[config.mk]
export PLATFORM = sky130hd
export DESIGN_NAME = dac_word_rx
export DESIGN_NICKNAME = d
export VERILOG_FILES = /design/src/rtl/dwr_pkg.sv /design/src/rtl/dwr_sync.sv /design/src/rtl/dwr_edge.sv /design/src/rtl/dwr_shift.sv /design/src/rtl/dwr_load.sv /design/src/rtl/dwr_lechk.sv /design/src/rtl/dac_word_rx.sv
export SDC_FILE = /design/constraint.sdc
export NUM_CORES = 1
export LEC_CHECK = 0
export BUFFER_PORTS_ARGS = -buffer_cell sky130_fd_sc_hd__buf_2
export CAP_MARGIN = 20
export CORE_MARGIN = 2
export CORE_UTILIZATION = 45
export DETAILED_ROUTE_END_ITERATION = 8
export PLACE_DENSITY = 0.61
export SLEW_MARGIN = 20
export SYNTH_ARGS = -nofsm -noshare
export SYNTH_HDL_FRONTEND = slang
export SYNTH_SLANG_ARGS = --single-unit
[constraint.sdc]
create_clock -name clk -period 5.75 [get_ports clk]
set_input_delay 0.2875 -clock clk [delete_from_list [all_inputs] [get_ports clk]]
set_output_delay 0.2875 -clock clk [all_outputs]
set_load 0.02 [all_outputs]
[src/rtl/dwr_pkg.sv]
package dwr_pkg;
  localparam int unsigned WORD_W      = 20;
  localparam int unsigned DELAY_EDGES = 4;
  localparam int unsigned SYNC_STAGES = 2;
endpackage

[src/rtl/dwr_sync.sv]
module dwr_sync #(
  parameter int unsigned W       = 3,
  parameter int unsigned STAGES  = 2,
  parameter logic [W-1:0] RST_VAL = '0
) (
  input  logic         clk,
  input  logic         rst_n,
  input  logic [W-1:0] d,
  output logic [W-1:0] q
);
  logic [W-1:0] stg [STAGES];

  for (genvar g = 0; g < STAGES; g++) begin : g_stage
    if (g == 0) begin : g_first
      always_ff @(posedge clk or negedge rst_n) begin
        if (!rst_n) stg[g] <= RST_VAL;
        else        stg[g] <= d;
      end
    end else begin : g_rest
      always_ff @(posedge clk or negedge rst_n) begin
        if (!rst_n) stg[g] <= RST_VAL;
        else        stg[g] <= stg[g-1];
      end
    end
  end

  assign q = stg[STAGES-1];
endmodule

[src/rtl/dwr_edge.sv]
module dwr_edge #(
  parameter int unsigned W        = 2,
  parameter logic [W-1:0] RST_VAL = '0
) (
  input  logic         clk,
  input  logic         rst_n,
  input  logic [W-1:0] lvl,
  output logic [W-1:0] chg
);
  logic [W-1:0] prev_q;

  always_ff @(posedge clk or negedge rst_n) begin
    if (!rst_n) prev_q <= RST_VAL;
    else        prev_q <= lvl;
  end

  assign chg = lvl ^ prev_q;
endmodule

[src/rtl/dwr_shift.sv]
module dwr_shift #(
  parameter int unsigned W = 20
) (
  input  logic         clk,
  input  logic         rst_n,
  input  logic         shift_en,
  input  logic         din,
  output logic [W-1:0] sr
);
  logic [W-1:0] sr_q, sr_d;

  always_comb begin
    sr_d = sr_q;
    if (shift_en) sr_d = {sr_q[W-2:0], din};
  end

  always_ff @(posedge clk or negedge rst_n) begin
    if (!rst_n) sr_q <= '0;
    else        sr_q <= sr_d;
  end

  assign sr = sr_q;
endmodule

[src/rtl/dwr_load.sv]
module dwr_load #(
  parameter int unsigned W     = 20,
  parameter int unsigned DELAY = 4
) (
  input  logic         clk,
  input  logic         rst_n,
  input  logic         bclk_rise,
  input  logic         le_fall,
  input  logic [W-1:0] sr,
  output logic [W-1:0] word,
  output logic         upd
);
  localparam int unsigned CNT_W = (DELAY > 1) ? $clog2(DELAY) : 1;
  localparam logic [CNT_W-1:0] LAST = CNT_W'(DELAY - 1);

  logic [W-1:0]     pend_q, pend_d;
  logic [W-1:0]     word_q, word_d;
  logic [CNT_W-1:0] cnt_q, cnt_d;
  logic             armed_q, armed_d;
  logic             upd_q, upd_d;

  always_comb begin
    pend_d  = pend_q;
    word_d  = word_q;
    cnt_d   = cnt_q;
    armed_d = armed_q;
    upd_d   = 1'b0;
    if (le_fall) begin
      pend_d  = sr;
      armed_d = 1'b1;
      cnt_d   = '0;
    end else if (armed_q && bclk_rise) begin
      if (cnt_q == LAST) begin
        word_d  = pend_q;
        upd_d   = 1'b1;
        armed_d = 1'b0;
        cnt_d   = '0;
      end else begin
        cnt_d = cnt_q + 1'b1;
      end
    end
  end

  always_ff @(posedge clk or negedge rst_n) begin
    if (!rst_n) begin
      pend_q  <= '0;
      word_q  <= '0;
      cnt_q   <= '0;
      armed_q <= 1'b0;
      upd_q   <= 1'b0;
    end else begin
      pend_q  <= pend_d;
      word_q  <= word_d;
      cnt_q   <= cnt_d;
      armed_q <= armed_d;
      upd_q   <= upd_d;
    end
  end

  assign word = word_q;
  assign upd  = upd_q;
endmodule

[src/rtl/dwr_lechk.sv]
module dwr_lechk (
  input  logic clk,
  input  logic rst_n,
  input  logic bclk_rise,
  input  logic le_fall,
  input  logic le_rise,
  output logic viol
);
  logic seen_q, seen_d;
  logic viol_q, viol_d;

  always_comb begin
    seen_d = seen_q;
    viol_d = viol_q;
    if (le_fall || le_rise) begin
      if (!seen_q) viol_d = 1'b1;
      seen_d = 1'b0;
    end else if (bclk_rise) begin
      seen_d = 1'b1;
    end
  end

  always_ff @(posedge clk or negedge rst_n) begin
    if (!rst_n) begin
      seen_q <= 1'b1;
      viol_q <= 1'b0;
    end else begin
      seen_q <= seen_d;
      viol_q <= viol_d;
    end
  end

  assign viol = viol_q;
endmodule

[src/rtl/dac_word_rx.sv]
module dac_word_rx #(
  parameter int unsigned WIDTH = dwr_pkg::WORD_W,
  parameter int unsigned DELAY = dwr_pkg::DELAY_EDGES,
  parameter int unsigned SYNC  = dwr_pkg::SYNC_STAGES
) (
  input  logic             clk,
  input  logic             rst_n,
  input  logic             bclk_i,
  input  logic             sdata_i,
  input  logic             latch_n_i,
  output logic [WIDTH-1:0] word_o,
  output logic             update_o,
  output logic             le_viol_o
);
  // input bit order inside the synchronizer: {data, latch, bclk}
  localparam logic [2:0] SYNC_RST = 3'b010;
  localparam logic [1:0] EDGE_RST = 2'b10;

  logic [1:0]       rst_pipe;
  logic             rst_sync_n;
  logic [2:0]       syn;
  logic [1:0]       chg;
  logic             bclk_rise, le_fall, le_rise;
  logic [WIDTH-1:0] sr;

  always_ff @(posedge clk or negedge rst_n) begin
    if (!rst_n) rst_pipe <= 2'b00;
    else        rst_pipe <= {rst_pipe[0], 1'b1};
  end
  assign rst_sync_n = rst_pipe[1];

  dwr_sync #(.W(3), .STAGES(SYNC), .RST_VAL(SYNC_RST)) u_sync (
    .clk   (clk),
    .rst_n (rst_sync_n),
    .d     ({sdata_i, latch_n_i, bclk_i}),
    .q     (syn)
  );

  dwr_edge #(.W(2), .RST_VAL(EDGE_RST)) u_edge (
    .clk   (clk),
    .rst_n (rst_sync_n),
    .lvl   (syn[1:0]),
    .chg   (chg)
  );

  assign bclk_rise = chg[0] &  syn[0];
  assign le_fall   = chg[1] & ~syn[1];
  assign le_rise   = chg[1] &  syn[1];

  dwr_shift #(.W(WIDTH)) u_shift (
    .clk      (clk),
    .rst_n    (rst_sync_n),
    .shift_en (bclk_rise),
    .din      (syn[2]),
    .sr       (sr)
  );

  dwr_load #(.W(WIDTH), .DELAY(DELAY)) u_load (
    .clk       (clk),
    .rst_n     (rst_sync_n),
    .bclk_rise (bclk_rise),
    .le_fall   (le_fall),
    .sr        (sr),
    .word      (word_o),
    .upd       (update_o)
  );

  dwr_lechk u_lechk (
    .clk       (clk),
    .rst_n     (rst_sync_n),
    .bclk_rise (bclk_rise),
    .le_fall   (le_fall),
    .le_rise   (le_rise),
    .viol      (le_viol_o)
  );
endmodule

==> summary.txt <==
Global routing
  – Antenna violations before repair: 0
  – GRT Resource Usage Total: 13.0%
  – Vias in the first global route: 1441
  – First-pass GRT wire length: 7040 microns
  – Total grt overflow: 0
  – Largest net degree at the start of global routing: 75

Setup path
  – Cell Chain, Critical Path: nor2b_4, and4b_4, mux2_2
  – Critical Path RT: 5.97 ns
  – Reg-to-reg slack, setup: 3.66 ns
  – Worst Setup SP: u_edge.prev_q[0]
  – Max FO, Critical Path: 24
  – Worst R2R End: u_load.word[16]
  – Setup crit end: u_load.word[16]
  – Critical path buffer and inverter count: 0
  – Max stage delay on crit path: 0.63 ns
  – Stages on worst setup path: 3
  – Crit path max-delay cell type: and4b_4
  – RR Startpoint: u_edge.prev_q[0]
  – Worst EP arrival: 2.30 ns
  – Worst Setup Path Type: flip-flop to flip-flop
  – Family with the most delay on the worst path: simple AND/OR/NAND/NOR gates
  – Critical path startpoint category: flip-flop
  – FF-to-FF path depth: 3
  – CP Capture Type: flip-flop

Placed design
  – DP Worst Slack: 3.63 ns
  – Buffers added on ports: 26
  – DP Cell Count: 257
  – DP Wirelength: 2570 microns
  – Gpl congestion: 0.704

Synth
  – Mux share of post-synthesis cell area: 26.8%
  – Syn_area_per_cell: 17.9 sq um
  – Synth area leaders: dfrtp_1, mux2_2, mux2_4
  – Post-Syn Nets: 168
  – Main combinational cell family by area after synthesis: multiplexers
  – Xor and xnor area share after synthesis: 0%
  – Yosys warnings: 0
  – Cell accounting for the most synthesized area: dfrtp_1
  – Compound-Gate Fraction of Synth Area: 1.00%
  – Register area share after synthesis: 66.5%
  – Cell count after synthesis: 160
  – Synth Area in Adders: 1.31%
  – Synth top area share: 62.8%
  – Mapped cell area: 2870 sq um
  – Simple-gate portion of the synthesized area: 1.66%
  – Distinct cells, synth: 20
  – Yosys reg bits: 76

Clocking
  – Clk_lat worst skew: 0.34 ns
  – Post-CTS Setup Repair Bufs: 0
  – Worst-path clk slew: 0.08 ns
  – H-tree levels: 3
  – Total CTS buffers: 9
  – # clock sinks: 76
  – CTS tree: yes
  – CTS Root Buffer Type: clkbuf_8
  – Max clock buf depth: 2
  – Number of hold buffers added after CTS: 1
  – CTS resizes: 0

STA
  – Fmax: 479 MHz
  – Slew headroom: 33.2%
  – Final worst path period share: 36.3%
  – Tmin final: 2.09 ns
  – Final hold violation count: 0
  – Worst Tran Pin Value: 1.00 ns
  – Endpoints failing setup: 0
  – Worst Clk Skew: 0.0105 ns
  – Setup TNS: 0 ns
  – Max Slew Vio Count: 0
  – Setup ws final: 3.66 ns
  – RSZ-0062 raised after global routing: no

Detailed routing
  – Initial DRC count: 70
  – DRC violations left: 0
  – Number of vias per cell: 4.90
  – WL/cell: 15.0 microns
  – Drt first pass iters: 4
  – Total Routed Length: 4110 microns
  – DR vias: 1343
  – Antenna Nets Post-Route: 0

Job
  – Max-cap violations: 0

Power and ir drop
  – Seq pwr share: 53.3%
  – Comb pwr share: 19.0%
  – Lkg Pwr: 1.58 nW
  – Switching Share: 26.5%
  – Int Pwr: 1.05 mW
  – Sw Pwr: 0.377 mW
  – Clock Power Share: 27.7%
  – Power per cell area: 440 nW/um^2
  – Worst IR Drop VDD: 187 uV

Die
  – Starting Density: 46.0%
  – Core area: 6240 sq um
  – Die width: 83.8 microns
  – Height of the die: 83.8 microns
  – Io pins: 27
  – Die area: 7030 sq um
  – Site Rows: 29

Min path
  – Worst Hold Class: primary input to flip-flop

Final layout
  – Fillers: 542
  – Fin cells: 274
  – Register area: 1910 sq um
  – Layout cells sized above 1: 56.3%
  – Area of the multi-input gates: 887 sq um
  – Area Overhead vs Synth: 12.9%
  – Final net count: 200
  – Antenna Cells: 0

Status
  – Status: finished clean
-- cell usage in the layout, fill, tap and decap left out, types with 2 or more instances in the layout --
master,Yosys,routed
dfrtp_1,72,71
mux2_2,43,43
buf_2,4,26
mux2_4,19,19
clkbuf_8,0,10
dfstp_2,4,4
ha_1,3,3
clkbuf_1,0,2
clkinvlp_4,0,2
-- layer usage --
layer  GRT usage (%)  vias to the layer above  share of wire [%]
met1            17.5                      688                 46
met2            19.5                       24                 48
met5               0                        -                  0
met3            4.06                        8                3.9
li1                -                      623                  -
met4            5.72                        0                1.6
-- worst min-delay path by stage --
stage | startpoint | to | slack [ns] | cells after the start
detailed placement | rst_n | rst_pipe[0] | 0.07 | 1
global route | latch_n_i | u_sync.stg[4] | 0.02 | 1
floorplan | rst_n | rst_pipe[0] | -0.008 | 0
global placement | rst_n | rst_pipe[0] | 0.07 | 1
CTS | latch_n_i | u_sync.stg[4] | 0.03 | 1
finish | latch_n_i | u_sync.stg[4] | 0.04 | 1
-- sequential cells by signal, summed over array words and instances, names as in the netlist --
register,flops
u_load.word,20
u_load.cnt_q,2
u_load.armed_q,1
u_sync.q,3
u_load.upd,1
u_edge.prev_q,2
u_lechk.viol,1
u_sync.stg,3
u_load.pend_q,20
rst_pipe,2
u_lechk.seen_q,1
u_shift.sr,20
-- final cells by class --
cell class / count / share of cell area (%)
multi-input cells: 76 / 27.4
well taps: 77 / 2.98
inverters: 1 / 0.116
repair buffers: 28 / 4.56
clock buffers: 12 / 4.48
flip-flops and latches: 76 / 58.9
clock inverters: 4 / 1.55
-- through the flow --
| step | cell area [sq um] | hold WS (ns) | power, mW | utilization [%] |
|---|---|---|---|---|
| global route | 3240 | 0.0234 | 1.51 | 51.9 |
| detailed placement | 3030 | 0.0733 | 1.05 | 48.6 |
| global placement | 3030 | 0.0729 | 1.02 | 48.6 |
| finish | 3240 | 0.0421 | 1.43 | 51.9 |
| CTS | 3240 | 0.0252 | 1.45 | 51.9 |
| floorplan | 2870 | -0.00809 | 0.967 | - |
-- power groups by stage --
stage	logic, mW	clock network, mW	registers [mW]
floorplan	0.177	0	0.790
global placement	0.262	0	0.763
detailed placement	0.274	0	0.775
CTS	0.277	0.407	0.764
global route	0.293	0.433	0.783
finish	0.271	0.395	0.760
-- worst register-to-register path, stage by stage (launching register included) --
cell,delay [ns]
dfrtp_1,0.40
nor2b_4,0.53
and4b_4,0.64
mux2_2,0.40
-- cell usage after synthesis --
master    number
or2_2          1
dfrtp_1       72
dfstp_2        4
o21bai_1       1
a22o_1         1
a21oi_1        1
buf_2          4
buf_6          1
nor2b_4        1
mux2_2        43
nor2_1         1
nand2_1        1
conb_1         1
mux2_4        19
nor2b_1        1
inv_1          1
buf_12         2
o21a_1         1
and4b_4        1
ha_1           3
-- logic make-up (layout without fill, tap and decap cells) --
family                   count (synthesis)  count (layout)
adder cells (fa/ha/maj)                  3               3
AO/OA/AOI/OAI                            4               4
other                                    1               1
multiplexers                            62              62
AND/OR/NAND/NOR                          6               6
flip-flops                              76              76
buffers and inverters                    8              45
(Power assumes the default switching activity.)
